`src/rtl/owb_pkg.sv`:
```
package owb_pkg;

    typedef enum logic [1:0] {
        OP_IDLE  = 2'b00,
        OP_WRITE = 2'b01,
        OP_READ  = 2'b10,
        OP_RDWR  = 2'b11
    } op_e;

    localparam int WORD_W = 32;
    localparam int ID_W   = 16;
    localparam int PRIO_W = 2;

    function automatic logic [PRIO_W-1:0] legal_prio(input logic [PRIO_W-1:0] p);
        return (p == 2'b11) ? 2'b10 : p;
    endfunction

endpackage

```
`src/rtl/owb_decode.sv`:
```
module owb_decode #(
    parameter int ADDR_W  = 20,
    parameter int NUM_WIN = 16,
    parameter int BASE    = 32'h1040C,
    parameter int STRIDE  = 16
) (
    input  logic [ADDR_W-1:0]          addr,
    output logic                       hit,
    output logic [$clog2(NUM_WIN)-1:0] idx
);
    localparam int STRIDE_LG = $clog2(STRIDE);
    localparam int IDX_W     = $clog2(NUM_WIN);
    localparam logic [ADDR_W-1:0] BASE_A = ADDR_W'(BASE);
    localparam logic [ADDR_W-1:0] NUM_A  = ADDR_W'(NUM_WIN);

    logic [ADDR_W-1:0] off;
    logic [ADDR_W-1:0] slot;

    always_comb begin
        off  = addr - BASE_A;
        slot = off >> STRIDE_LG;
        hit  = (addr >= BASE_A) && (off[STRIDE_LG-1:0] == '0) && (slot < NUM_A);
        idx  = slot[IDX_W-1:0];
    end

    // a hit always lands on the exact window offset
    always_comb begin
        if (hit) begin
            a_r8_hit_aligned: assert (addr == BASE_A + (ADDR_W'(idx) << STRIDE_LG));
        end
    end

endmodule

```
`src/rtl/owb_window.sv`:
```
module owb_window
    import owb_pkg::*;
(
    input  logic              clk,
    input  logic              rst_n,
    input  logic              wide_id,
    input  logic              wr_en,
    input  logic [WORD_W-1:0] wdata,
    output logic [ID_W-1:0]   dest_id,
    output logic [PRIO_W-1:0] prio,
    output logic              swr_en,
    output logic              nwr_en,
    output logic [WORD_W-1:0] rdword
);
    logic [7:0]        up_q, lo_q;
    logic [PRIO_W-1:0] prio_q;
    logic [1:0]        en_q;

    always_ff @(posedge clk or negedge rst_n) begin
        if (!rst_n) begin
            up_q   <= '0;
            lo_q   <= '0;
            prio_q <= '0;
            en_q   <= '0;
        end else if (wr_en) begin
            if (wide_id) up_q <= wdata[31:24];
            lo_q   <= wdata[23:16];
            prio_q <= legal_prio(wdata[7:6]);
            if (wdata[1:0] != 2'b11) en_q <= wdata[1:0];
        end
    end

    always_comb begin
        dest_id = {(wide_id ? up_q : 8'h00), lo_q};
        prio    = prio_q;
        swr_en  = en_q[1];
        nwr_en  = en_q[0];
        rdword  = {dest_id, 8'h00, prio_q, 4'h0, en_q};
    end

    a_r3_prio_legal: assert property (@(posedge clk) disable iff (!rst_n)
        prio != 2'b11);
    a_r3_prio_coerce: assert property (@(posedge clk) disable iff (!rst_n)
        wr_en && wdata[7:6] == 2'b11 |=> prio == 2'b10);
    a_r4_excl: assert property (@(posedge clk) disable iff (!rst_n)
        !(swr_en && nwr_en));
    a_r4_drop_keeps: assert property (@(posedge clk) disable iff (!rst_n)
        wr_en && wdata[1:0] == 2'b11 |=> $stable(swr_en) && $stable(nwr_en));
    a_r5_id_updates: assert property (@(posedge clk) disable iff (!rst_n)
        wr_en |=> dest_id[7:0] == $past(wdata[23:16]));
    a_r6_narrow_upper: assert property (@(posedge clk) disable iff (!rst_n)
        !wide_id |-> dest_id[15:8] == 8'h00);
    a_r7_rsv_zero: assert property (@(posedge clk) disable iff (!rst_n)
        wr_en && (wdata[15:8] != 8'h00 || wdata[5:2] != 4'h0)
        |=> rdword[15:8] == 8'h00 && rdword[5:2] == 4'h0);

endmodule

```
`src/rtl/owb_bank.sv`:
```
module owb_bank
    import owb_pkg::*;
#(
    parameter int ADDR_W  = 20,
    parameter int NUM_WIN = 16,
    parameter int BASE    = 32'h1040C,
    parameter int STRIDE  = 16
) (
    input  logic                     clk,
    input  logic                     rst_n,
    input  logic                     cfg_wide_id,
    input  logic [ADDR_W-1:0]        bus_addr,
    input  logic [WORD_W-1:0]        bus_wdata,
    input  logic                     bus_wr,
    input  logic                     bus_rd,
    output logic [WORD_W-1:0]        bus_rdata,
    output logic [NUM_WIN*ID_W-1:0]  out_dest_id,
    output logic [NUM_WIN*PRIO_W-1:0] out_prio,
    output logic [NUM_WIN-1:0]       out_swr_en,
    output logic [NUM_WIN-1:0]       out_nwr_en
);
    localparam int IDX_W = $clog2(NUM_WIN);

    op_e               op;
    logic              hit;
    logic [IDX_W-1:0]  idx;
    logic              do_wr, do_rd;
    logic [NUM_WIN-1:0] wr_sel;
    logic [WORD_W-1:0] words [NUM_WIN];
    logic [WORD_W-1:0] rd_next;

    owb_decode #(.ADDR_W(ADDR_W), .NUM_WIN(NUM_WIN), .BASE(BASE), .STRIDE(STRIDE)) u_dec (
        .addr (bus_addr),
        .hit  (hit),
        .idx  (idx)
    );

    always_comb begin
        op = op_e'({bus_rd, bus_wr});
        unique case (op)
            OP_IDLE:  begin do_wr = 1'b0; do_rd = 1'b0; end
            OP_WRITE: begin do_wr = 1'b1; do_rd = 1'b0; end
            OP_READ:  begin do_wr = 1'b0; do_rd = 1'b1; end
            OP_RDWR:  begin do_wr = 1'b1; do_rd = 1'b1; end
            default:  begin do_wr = 1'b0; do_rd = 1'b0; end
        endcase
        rd_next = hit ? words[idx] : '0;
    end

    for (genvar n = 0; n < NUM_WIN; n++) begin : g_win
        assign wr_sel[n] = do_wr && hit && (idx == IDX_W'(n));
        owb_window u_win (
            .clk     (clk),
            .rst_n   (rst_n),
            .wide_id (cfg_wide_id),
            .wr_en   (wr_sel[n]),
            .wdata   (bus_wdata),
            .dest_id (out_dest_id[n*ID_W +: ID_W]),
            .prio    (out_prio[n*PRIO_W +: PRIO_W]),
            .swr_en  (out_swr_en[n]),
            .nwr_en  (out_nwr_en[n]),
            .rdword  (words[n])
        );
    end

    always_ff @(posedge clk or negedge rst_n) begin
        if (!rst_n) bus_rdata <= '0;
        else if (do_rd) bus_rdata <= rd_next;
    end

    a_r8_miss_reads_zero: assert property (@(posedge clk) disable iff (!rst_n)
        bus_rd && !hit |=> bus_rdata == '0);
    a_r8_miss_no_write: assert property (@(posedge clk) disable iff (!rst_n)
        bus_wr && !hit |=> $stable(out_dest_id) && $stable(out_prio)
                           && $stable(out_swr_en) && $stable(out_nwr_en));
    a_r9_hold: assert property (@(posedge clk) disable iff (!rst_n)
        !bus_rd |=> $stable(bus_rdata));
    a_r4_one_window: assert property (@(posedge clk) disable iff (!rst_n)
        $onehot0(wr_sel));
    a_r7_rsv_read: assert property (@(posedge clk) disable iff (!rst_n)
        bus_rdata[15:8] == 8'h00 && bus_rdata[5:2] == 4'h0);

endmodule

```
`config.mk`:
```
export PLATFORM = sky130hd
export DESIGN_NAME = owb_bank
export DESIGN_NICKNAME = d
export VERILOG_FILES = /design/src/rtl/owb_pkg.sv /design/src/rtl/owb_decode.sv /design/src/rtl/owb_window.sv /design/src/rtl/owb_bank.sv
export SDC_FILE = /design/constraint.sdc
export NUM_CORES = 1
export LEC_CHECK = 0
export BUFFER_PORTS_ARGS = -buffer_cell sky130_fd_sc_hd__buf_2
export CAP_MARGIN = 20
export CORE_MARGIN = 4
export CORE_UTILIZATION = 30
export CTS_CLUSTER_SIZE = 14
export DETAILED_ROUTE_END_ITERATION = 10
export RECOVER_POWER = 100
export SLEW_MARGIN = 25
export SYNTH_ARGS = -nofsm -noshare
export SYNTH_HDL_FRONTEND = slang
export SYNTH_HIERARCHICAL = 1
export SYNTH_SLANG_ARGS = --single-unit
```
`constraint.sdc`:
```
create_clock -name clk -period 2 [get_ports clk]
set_clock_uncertainty 0.05 [all_clocks]
set_input_delay 0.2 -clock clk [delete_from_list [all_inputs] [get_ports clk]]
set_output_delay 0.2 -clock clk [all_outputs]
set_load 0.02 [all_outputs]
```
# == Word level (Yosys, flattened, before mapping) ==
# Index checks and enable logic that the tools add are counted.
# word_totals
ram_bits,0
ff_bits,352
latchBits,0
memories,0
word_cells,171
in_bits,57
romBits,0
# classes
div_mod_pow,0
n_eq_ne,20
n_addsub,1
n_bitwise,1
multipliers,0
shifts,0
magnitude_cmp,3
n_reduce_logical,58
muxes,23
# op_table
cell,n
32-bit binary-select mux with 4-bit select,1
8-bit two-way mux,16
32-bit two-way mux,3
2-bit AND reduction,32
4-bit equality test (second input constant),8
20-bit by 17-bit greater-or-equal comparator with 1-bit output (second input constant),1
20-bit by 17-bit subtractor with 20-bit output (second input constant),1
1-bit logical AND,19
4-bit by 3-bit equality test with 1-bit output (second input constant),4
16-bit by 5-bit less-than comparator with 1-bit output (second input constant),1
4-bit by 2-bit equality test with 1-bit output (second input constant),2
4-bit logical NOT,2
2-bit OR reduction,4
2-bit equality test (second input constant),3
5-bit greater-or-equal comparator (second input constant),1
4-bit inverter with 5-bit output,1
4-bit by 1-bit equality test with 1-bit output (second input constant),1
1-bit one-hot mux with 2 select lines,2
2-bit by 1-bit equality test with 1-bit output (second input constant),1
2-bit logical NOT,1
2-bit two-way mux,1
2-bit inequality test (second input constant),1

# == Logic depth before layout (Yosys ltp) ==
# Gate-level depths: netlist of the first run.
# logic_depth
word_depth,7
ltp_mapped,10
depth_no_buf,9

# == By module ==
# Netlist of the first run, hierarchy kept.
# modules_own_cells
mod,cells_per_inst,seq_area_each_um2,instances,area_each_um2
owb_window,88,500.5,16,1054.8
owb_bank,676,800.8,1,5947.0
owb_decode,18,0.0,1,142.6

# == Least setup slack after synthesis of the first run ==
# No wires, ideal clock.
# synth_timing
path_kind,input to register
startpoint,input bus_addr[3]
endpoint,register g_win[12].u_win.lo_q[0]
slack_ps,-389
stages,8
path_buffers,1
arrival_ps,2214
cell_sequence,a2111oi_4 > nand4_1 > a21oi_1 > nand2_1 > or3_4 > nor2_1 > buf_4 > mux2_2
# synth_between
elab_chain_len,6
elab_cells_between_ends,9
cone_classes,add/sub: 1; order compare: 2; eq/ne: 1; reduce/logical: 5
# synth_lines
item,line_no,rtl
start: declaration,owb_bank.sv:12,"input logic [ADDR_W-1:0] bus_addr,"
branches (longest 3 deep; another with 20-bit by 17-bit subtractor with 20-bit output),-,
1-bit logical AND *,owb_decode.sv:22,hit = (addr >= BASE_A) && (off[STRIDE_LG-1:0] == '0) && (slot < NUM_A);
net hit,owb_bank.sv:25,logic hit;
1-bit logical AND * (2 in a row),owb_bank.sv:51,assign wr_sel[n] = do_wr && hit && (idx == IDX_W'(n));
net wr_sel[12],owb_bank.sv:28,logic [NUM_WIN-1:0] wr_sel;
end signal: assignment,owb_window.sv:27,lo_q <= wdata[23:16];
end: declaration,owb_window.sv:15,"logic [7:0] up_q, lo_q;"
# Mark *: on every way through the listed nets, which the timed path passes.
# A chain may end at the register's enable or synchronous reset.

# == Final worst setup path of the first run ==
# layout_timing
startpoint,input bus_addr[2]
endpoint,register g_win[0].u_win.up_q[4]
# layout_between
elab_chain_len,7
elab_cells_between_ends,10
cone_classes,add/sub: 1; order compare: 2; reduce/logical: 7
# layout_lines
item,line_no,rtl
branches (longest 3 deep; another with 20-bit by 17-bit subtractor with 20-bit output),-,
1-bit logical AND *,owb_decode.sv:22,
net hit,owb_bank.sv:25,
1-bit logical AND * (2 in a row),owb_bank.sv:51,
net wr_sel[0],owb_bank.sv:28,
2-bit AND reduction (no source line) *,-,
end signal: assignment,owb_window.sv:26,if (wide_id) up_q <= wdata[31:24];
end: declaration,owb_window.sv:15,
# Marked as above.

==> results of run 1 <==
[per-stage QoR]
stage / util [%] / hold slack (ns) / total power, mW
after CTS: 34.9 / 0.0615 / 18.0
after detailed placement: 32.5 / 0.0936 / 9.52
after floorplan: - / -0.146 / 8.74
final: 35.1 / 0.0873 / 17.8
after global routing: 35.0 / 0.0750 / 18.5
after global placement: 32.5 / 0.0916 / 9.51
[where the power goes]
part | internal (mW) | switching, mW
sequential | 7.12 | 0.000169
combinational | 0.906 | 1.38
clock | 5.11 | 3.30
total | 13.1 | 4.69
[per-layer routing]
layer	up-vias	part of all wire, %	wire [um]	track usage [%]
li1	6991	-	-	-
met1	7671	45	34100	23.8
met2	483	47	35500	29.2
met3	94	6.1	4640	4.00
met4	2	2.5	1890	4.50
met5	-	0.017	13	0
[final cells by class]
cell class,count,area [sq um]
Clock inverter,17,264
Timing Repair Buffer,598,3780
Fill cell,7727,49300
Multi-Input combinational cell,1264,11000
Sequential cell,352,8810
Inverter,65,244
Antenna cell,2,5.00
Clock buffer,59,1240
Tap cell,1030,1290
[sequential cells by signal, indices dropped and copies added, names as in the netlist]
| register | cells |
|---|---|
| bus_rdata | 32 |
| g_win.u_win/en_q | 32 |
| g_win.u_win/lo_q | 128 |
| g_win.u_win/prio | 32 |
| g_win.u_win/up_q | 128 |
[Yosys cell counts, drive strengths merged]
| cell type | count | area [sq um] |
|---|---|---|
| xor2 | 4 | 35.0 |
| nor2b | 19 | 119 |
| buf | 584 | 4400 |
| dfrtp | 352 | 8810 |
| nor4bb | 1 | 10.0 |
| nor4 | 1 | 6.26 |
| clkbuf | 13 | 67.6 |
| nand2b | 18 | 113 |
| a22oi | 96 | 771 |
| nand4 | 3 | 18.8 |
| o21ai | 16 | 80.1 |
| nor3 | 5 | 30.0 |
| or3 | 1 | 11.3 |
| nor4b | 1 | 8.76 |
| inv | 65 | 244 |
| nand3b | 17 | 128 |
| o21a | 16 | 120 |
| conb | 16 | 60.1 |
| a211o | 1 | 10.0 |
| mux2i | 256 | 2560 |
| nand2 | 84 | 355 |
| nand3 | 33 | 165 |
| a2111oi | 1 | 27.5 |
| o221ai | 32 | 468 |
| nand4b | 1 | 8.76 |
| nor2 | 15 | 58.8 |
| and2 | 129 | 970 |
| mux2 | 272 | 3060 |
| a21oi | 50 | 250 |
[worst max-delay path: cells and delay by family]
kind | cells | cell delay, ns
buf+inv | 3 | 0.49
simple gates | 5 | 0.90
compound gates | 2 | 0.63
mux | 1 | 0.29
[worst max path at each step]
stage / slack (ns) / cells past startpoint / startpoint / end
final: -0.12 / 11 / bus_addr[2] / g_win[0].u_win/up_q[4]
after global routing: -0.15 / 11 / bus_addr[2] / g_win[0].u_win/up_q[4]
after CTS: -0.06 / 11 / bus_addr[2] / g_win[0].u_win/up_q[6]
after detailed placement: -0.75 / 11 / bus_addr[3] / g_win[13].u_win/lo_q[5]
after global placement: -0.78 / 11 / bus_addr[3] / g_win[15].u_win/lo_q[3]
after floorplan: -0.28 / 8 / bus_addr[3] / g_win[8].u_win/lo_q[0]
[logic make-up after synthesis]
group | after synthesis
AO/OA/AOI/OAI | 212
buffers and inverters | 662
AND/OR/NAND/NOR | 328
multiplexers | 528
XOR/XNOR | 4
other | 16
flip-flops | 352
[what timing repair did]
| item | 4_1_cts | 5_1_grt |
|---|---|---|
| hold buffers | 1 | 0 |
| pin swaps | 8 | 13 |
| resized for setup | 46 | 125 |
| buffers inserted | 3 | 17 |
| cloned | 0 | 5 |
| setup endpoints to repair | 189 | 258 |
| hold endpoints to repair | 250 | 0 |
==> impl_metrics.toml, run 1 <==
[run_status]
status = "complete, but fails checks"
failed_checks = "setup timing"

[hold_path]
hp-start = "bus_wdata[6]"
min_path_type = "primary input to flop"
hold_end = "g_win[7].u_win/prio[0]"
hold_depth = 3

[layout]
final_area_sq_um = 26600
area_growth_pct = 15.9
final_cells = 3387
layout_common_cells = "354 x clkbuf_1, 352 x dfrtp_1, 255 x mux2i_1, 192 x conb_1, 158 x mux2_2"
nNetsFinal = 2382
drive_above_1_share_pct = 34.5
final_common_cell = "clkbuf_1"

[route]
drt-total-wl_um = 76100
vias = 15200
wl_per_cell_um = 22.5
drtIter0Drc = 891
ant_nets = 0
vias_per_cell = 4.50
drc = 0
drt-pass1-iter-count = 5

[critical_path]
rrSetupSlack_ns = 0.46
reg2reg_depth = 6
arrival_ns = 2.52
endpoint_kind = "flop"
cp_max_fo = 8
cp-start-kind = "primary input"
crit_required_ns = 2.40
r2r_end = "bus_rdata[24]"
crit_type = "primary input to flop"
critPathMaxStageDelay_ns = 0.44
cp_cell_sequence = "buf_8 > a2111oi_4 > buf_4 > nand4_1 > a21oi_2 > nand2_1 > or3_4 > nor3_4 > buf_6 > nand2_8 > mux2_2"
r2r-start = "g_win[11].u_win/up_q[0]"
cp_slowest_cell = "a2111oi_4"

[yosys]
ys_ff_latch = 352
syn_area_per_cell_sq_um = 10.9
synth_top_family_by_area = "multiplexers"
synth_fa_ha_area_share_pct = 0
synthMuxAreaShare_pct = 24.5
synth-compound-area-share_pct = 7.52
synth_xor_area_share_pct = 0.153
yosysUniqueCellTypes = 40
postSynthCellCount = 2102
synth-simple-area-share_pct = 8.72
ys_warn_count = 6
synth-seq-area-share_pct = 38.4
synth_area_sq_um = 23000

[place]
pre_cts_ws_ns = -0.751
gp_congestion = 0.820
dpl_cell_area_sq_um = 24700
dpl.hpwl_um = 56000
portBuffers = 396
placed_cells = 3286

[clock_network]
clock_tree.root_cell = "clkbuf_16"
clk_pin_slew_ns = 0.06
worstSkewPairLatency_ns = 0.57
cts_buffers = 44
cts_sinks = 352
cts.path.max_buffers = 3
htree_num_levels = 2
cts_tree = "built"

[pwr]
p_per_area_nw_per_um2 = 670
ir_drop_mv = 0.499
power_leakage_nw = 12.7

[timing]
rsz0062_at_grt = "yes"
setup-tns-final_ns = -8.06
fin_crit_ns = 2.12
finalHoldViolations = 0
final.setup.worst_slack_ns = -0.121
drv_slew = 0
finalSetupViolCount = 201
max_clock_freq_ghz = 0.471
tightestPinTransition_ns = 1.22
period_share_pct = 106
maxSlewHeadroom_pct = 18.8

[global_route]
grt_max_degree = 74
antenna_found_initial = 3
grt_pass1_wl_um = 108000
track_usage_pct = 17.8
first_global_vias = 15200
overflow = 0

[run]
cap_violations = 0

[floorplan]
core_area_sq_um = 75900
die-area_sq_um = 81000
rows = 101
die_w_um = 285
initial_utilization_pct = 30.2
pin_count = 409
die_y_um = 285
No activity file was read; power rests on OpenSTA's default activity.
==> run 2: changes to the inputs <==
--- a/config.mk
+++ b/config.mk
@@ -7,7 +7,7 @@
 export LEC_CHECK = 0
 export BUFFER_PORTS_ARGS = -buffer_cell sky130_fd_sc_hd__buf_2
 export CAP_MARGIN = 20
-export CORE_MARGIN = 4
+export CORE_MARGIN = 3
 export CORE_UTILIZATION = 30
 export CTS_CLUSTER_SIZE = 14
 export DETAILED_ROUTE_END_ITERATION = 10
==> impl_metrics.toml, run 2 (synthesis results as in run 1) <==
[run_status]
status = "complete, but fails checks"
failed_checks = "capacitance limit, slew limit, setup timing"

[timing]
rsz0062_at_grt = "yes"
tightestPinTransition_ns = 1.57
drv_slew = 48
period_share_pct = 101
max_clock_freq_ghz = 0.495
final.setup.worst_slack_ns = -0.0212
finalSetupViolCount = 6
fin_crit_ns = 2.02
maxSlewHeadroom_pct = -4.50
finalHoldViolations = 0
hold-worst-slack_ns = 0.0393

[route]
drc = 0
drt-pass1-iter-count = 5
ant_nets = 0
drt-total-wl_um = 72900
vias = 15100
vias_per_cell = 4.49
wl_per_cell_um = 21.6
drtIter0Drc = 748

[run]
cap_violations = 1

[clock_network]
cts_sinks = 352
clk_pin_slew_ns = 0.06
cts.path.max_buffers = 3
cts_buffers = 43
worstSkewPairLatency_ns = 0.57
cts_tree = "built"
htree_num_levels = 2
clock_tree.root_cell = "clkbuf_16"

[place]
dpl_cell_area_sq_um = 24700
dpl.hpwl_um = 54200
portBuffers = 396
gp_congestion = 0.802

[hold_path]
hp-start = "bus_wdata[6]"
min_path_type = "primary input to flop"

[floorplan]
rows = 100
pin_count = 409
die_w_um = 283
initial_utilization_pct = 30.5
die-area_sq_um = 79900
core_area_sq_um = 75200
die_y_um = 283

[critical_path]
endpoint_kind = "flop"
cp_max_fo = 4
crit_required_ns = 2.39
startpoint = "bus_addr[2]"
r2r-start = "g_win[6].u_win/prio[1]"
cp-start-kind = "primary input"
arrival_ns = 2.41
crit_type = "primary input to flop"

[layout]
n_antenna_cell = 0
final-seq-area_sq_um = 8810
final_area_sq_um = 26300
drive_above_1_share_pct = 35.2
final_core_util_pct = 34.9
nNetsFinal = 2374
multi_input_area_sq_um = 10700
fillers = 7776
reg.largest.list = "g_win.u_win/lo_q x128, g_win.u_win/up_q x128"
final_common_cell = "dfrtp_1"
layout_common_cells = "352 x dfrtp_1, 317 x clkbuf_1, 254 x mux2i_1, 192 x mux2_2, 192 x conb_1"
area_growth_pct = 14.4

[pwr]
power_leakage_nw = 12.8
p_comb_share_pct = 12.7
p_per_area_nw_per_um2 = 667
p_sw_mw = 4.62
ir_drop_mv = 0.621
p_clk_share_pct = 46.7
p_int_mw = 12.9
pwr-share-seq_pct = 40.7
switching_share_pct = 26.3

[global_route]
track_usage_pct = 17.6
first_global_vias = 15200
grt_pass1_wl_um = 104000
grt_max_degree = 49
antenna_found_initial = 2
overflow = 0
-- run 2: power by group through the flow --
stage | logic (mW) | registers, mW | clock network [mW]
after global routing | 2.40 | 7.12 | 8.70
after CTS | 2.23 | 7.12 | 8.42
after global placement | 2.21 | 7.25 | 0
after floorplan | 1.48 | 7.25 | 0
final | 2.22 | 7.12 | 8.18
after detailed placement | 2.21 | 7.25 | 0
-- run 2: repair_timing --
item / in CTS / in global routing
endpoints found under the setup margin: 136 / 226
hold buffers: 1 / 0
cloned: 0 / 4
gates resized for setup: 6 / 55
endpoints found under the hold margin: 330 / 0
setup buffers: 1 / 16
pin swaps: 1 / 10
-- run 2: worst paths after layout --
path	to	slack (ns)	cells after the start
setup / recovery	g_win[0].u_win/lo_q[5]	-0.02	11
hold / removal	g_win[0].u_win/prio[0]	0.04	3
setup reg to reg	bus_rdata[7]	0.54	5
hold reg to reg	g_win[9].u_win/up_q[3]	0.44	1
max in group asynchronous	g_win[9].u_win/en_q[1]	0.17	3
min in group asynchronous	g_win[8].u_win/en_q[0]	0.51	2
-- run 2: critical path, stage by stage --
cell and delay, ns:
buf_2 0.12, a2111oi_4 0.07, buf_4 0.16, a211o_2 0.32
a21oi_4 0.25, nand2_2 0.08, or3_4 0.41, nor3_4 0.17
buf_12 0.17, clkbuf_16 0.15, mux2_4 0.29
-- run 2: layout make-up --
type	instances	share of cell area [%]
Clock buffer	64	4.93
Clock inverter	13	0.738
Inverter	65	0.929
Multi-Input combinational cell	1264	40.6
Sequential cell	352	33.5
Tap cell	1020	4.86
Timing Repair Buffer	591	14.4
-- run 2: per-layer routing --
metal | global-route usage (%) | wire, um | part of all wire, % | vias up
met1 | 22.5 | 31700 | 43 | 7609
met4 | 4.71 | 1820 | 2.5 | 2
met2 | 29.9 | 35200 | 48 | 406
met3 | 4.17 | 4170 | 5.7 | 98
li1 | - | - | - | 7009
met5 | 0 | 13 | 0.018 | -
-- run 2: stage by stage --
| step | setup TNS [ns] | instances | worst slack (ns) | power (mW) |
|---|---|---|---|---|
| 2_1_floorplan | -35.00 | 2278 | -0.277 | 8.74 |
| 3_3_place_gp | -201.91 | 3271 | -0.746 | 9.46 |
| 3_5_place_dp | -198.73 | 3271 | -0.730 | 9.46 |
| 4_1_cts | -0.140 | 3350 | -0.0227 | 17.8 |
| 5_1_grt | -2.52 | 3369 | -0.0867 | 18.2 |
| 6_report | -0.114 | 3369 | -0.0212 | 17.5 |
==> run 3: changes to the inputs <==
==> constraint.sdc (replaced) <==
create_clock -name clk -period 2 [get_ports clk]
set_clock_uncertainty 0.05 [all_clocks]
set_input_delay 0.1 -clock clk [delete_from_list [all_inputs] [get_ports clk]]
set_output_delay 0.1 -clock clk [all_outputs]
set_load 0.02 [all_outputs]
==> impl_metrics.toml, run 3 (synthesis results as in run 1) <==
[route]
drt-pass1-iter-count = 5
ant_nets = 0
drtIter0Drc = 703
wl_per_cell_um = 21.0
drc = 0
vias_per_cell = 4.47
vias = 14900
drt-total-wl_um = 70000

[layout]
final_core_util_pct = 33.9
nNetsFinal = 2349
area_growth_pct = 11.1
drive_above_1_share_pct = 32.4
final-seq-area_sq_um = 8810
reg.largest.list = "g_win.u_win/lo_q x128, g_win.u_win/up_q x128"
final_cells = 3342
multi_input_area_sq_um = 10400
layout_common_cells = "362 x clkbuf_1, 352 x dfrtp_1, 256 x mux2i_1, 249 x mux2_2, 192 x conb_1"
fillers = 7750
final_common_cell = "clkbuf_1"

[pwr]
power_leakage_nw = 12.3
ir_drop_mv = 0.516
p_per_area_nw_per_um2 = 652

[run_status]
status = "complete, but fails checks"
failed_checks = "hold timing"

[timing]
finalSetupViolCount = 0
setup-tns-final_ns = 0
maxSlewHeadroom_pct = 19.1
rsz0062_at_grt = "yes"
hold-worst-slack_ns = -0.00297
drv_slew = 0
max_clock_freq_ghz = 0.511
finalHoldViolations = 1
period_share_pct = 97.8
tightestPinTransition_ns = 1.21
fin_crit_ns = 1.96

[critical_path]
crit_type = "primary input to flop"
cp_max_fo = 8
cp_slowest_cell = "or3_4"
cp-start-kind = "primary input"
endpoint_kind = "flop"
critPathMaxStageDelay_ns = 0.40
cpLargestDelayFamily = "simple AND/OR/NAND/NOR gates"
r2r-start = "g_win[6].u_win/up_q[6]"
crit_required_ns = 2.40
startpoint = "bus_addr[3]"
cp_num_buf_inv = 3
cp_cell_sequence = "buf_2 > a2111oi_4 > nand4_1 > a21oi_4 > nand2_2 > or3_4 > nor3_4 > buf_6 > buf_12 > mux2_2"
arrival_ns = 2.35

[global_route]
first_global_vias = 15100
grt_pass1_wl_um = 103000
overflow = 0
grt_max_degree = 78
antenna_found_initial = 3
track_usage_pct = 17.3

[floorplan]
die_w_um = 283
die-area_sq_um = 79900
die_y_um = 283
initial_utilization_pct = 30.5
pin_count = 409
core_area_sq_um = 75200
rows = 100

[place]
placed_cells = 3253
portBuffers = 396
gp_congestion = 0.814
dpl.hpwl_um = 51900

[clock_network]
worstSkewPairLatency_ns = 0.58
cts.path.max_buffers = 3
cts_sinks = 352
htree_num_levels = 2
clock_tree.root_cell = "clkbuf_16"
cts_tree = "built"
clk_pin_slew_ns = 0.06
cts_buffers = 43

[hold_path]
min_path_type = "primary input to asynchronous set/reset pin"

[run]
cap_violations = 0
==> run 3: cell count changes in the layout (fill, tap and decap cells not counted), sizes merged <==
cell,delta
buf,-46
dlygate4sd3,+10
clkbuf,+7
clkinv,+6
bufinv,-3
inv,-2
diode,+1
==> run 3: routing by layer <==
metal	vias up	share of wire [%]	track usage, %
met5	-	0.019	0
li1	6947	-	-
met1	7503	46	23.5
met4	2	2.2	4.43
met3	96	4.6	3.04
met2	375	48	28.4
==> run 3: per-stage QoR <==
step	setup slack (ns)	hold slack, ns	instance area (sq um)	power [mW]
global route	-0.0192	0.0107	25500	17.4
global placement	-0.834	0.0334	24500	9.35
floorplan	-0.177	-0.246	23800	8.74
detailed placement	-0.850	0.0327	24500	9.34
CTS	-0.0175	0.000127	25900	16.9
finish	0.0442	-0.00297	25500	16.6
==> run 3: worst paths after layout <==
kind                                            to  cells after the start  slack [ns]
max                         g_win[0].u_win/lo_q[5]                     10        0.04
min                        g_win[11].u_win/en_q[1]                      2      -0.003
max reg2reg                          bus_rdata[30]                      6        0.50
min reg2reg                 g_win[5].u_win/up_q[4]                      1        0.45
max in group asynchronous  g_win[14].u_win/lo_q[5]                      4        0.31
min in group clk            g_win[1].u_win/up_q[4]                      2        0.03
==> run 3: report_power, final <==
| group | switching [mW] | total [mW] | leakage (nW) | internal [mW] |
|---|---|---|---|---|
| clock network | 3.17 | 7.41 | 0.655 | 4.24 |
| registers | 0.000166 | 7.12 | 4.75 | 7.12 |
| logic | 1.27 | 2.09 | 6.90 | 0.818 |
| total | 4.45 | 16.6 | 12.3 | 12.2 |
==> run 3: what timing repair did <==
action / in CTS / in global routing
resized for setup: 6 / 21
pin swaps: 1 / 1
buffers inserted: 2 / 2
endpoints found under the setup margin: 45 / 288
endpoints found under the hold margin: 434 / 0
hold buffers: 11 / 0
==> run 3: cell type report <==
class / count / area share [%]
timing repair buffer: 566 / 13.4
sequential: 352 / 34.5
multi-input combinational: 1264 / 40.9
inverter: 65 / 0.956
tap: 1020 / 5.00
clock buffer: 60 / 4.74
clock inverter: 14 / 0.471
antenna: 1 / 0.00981
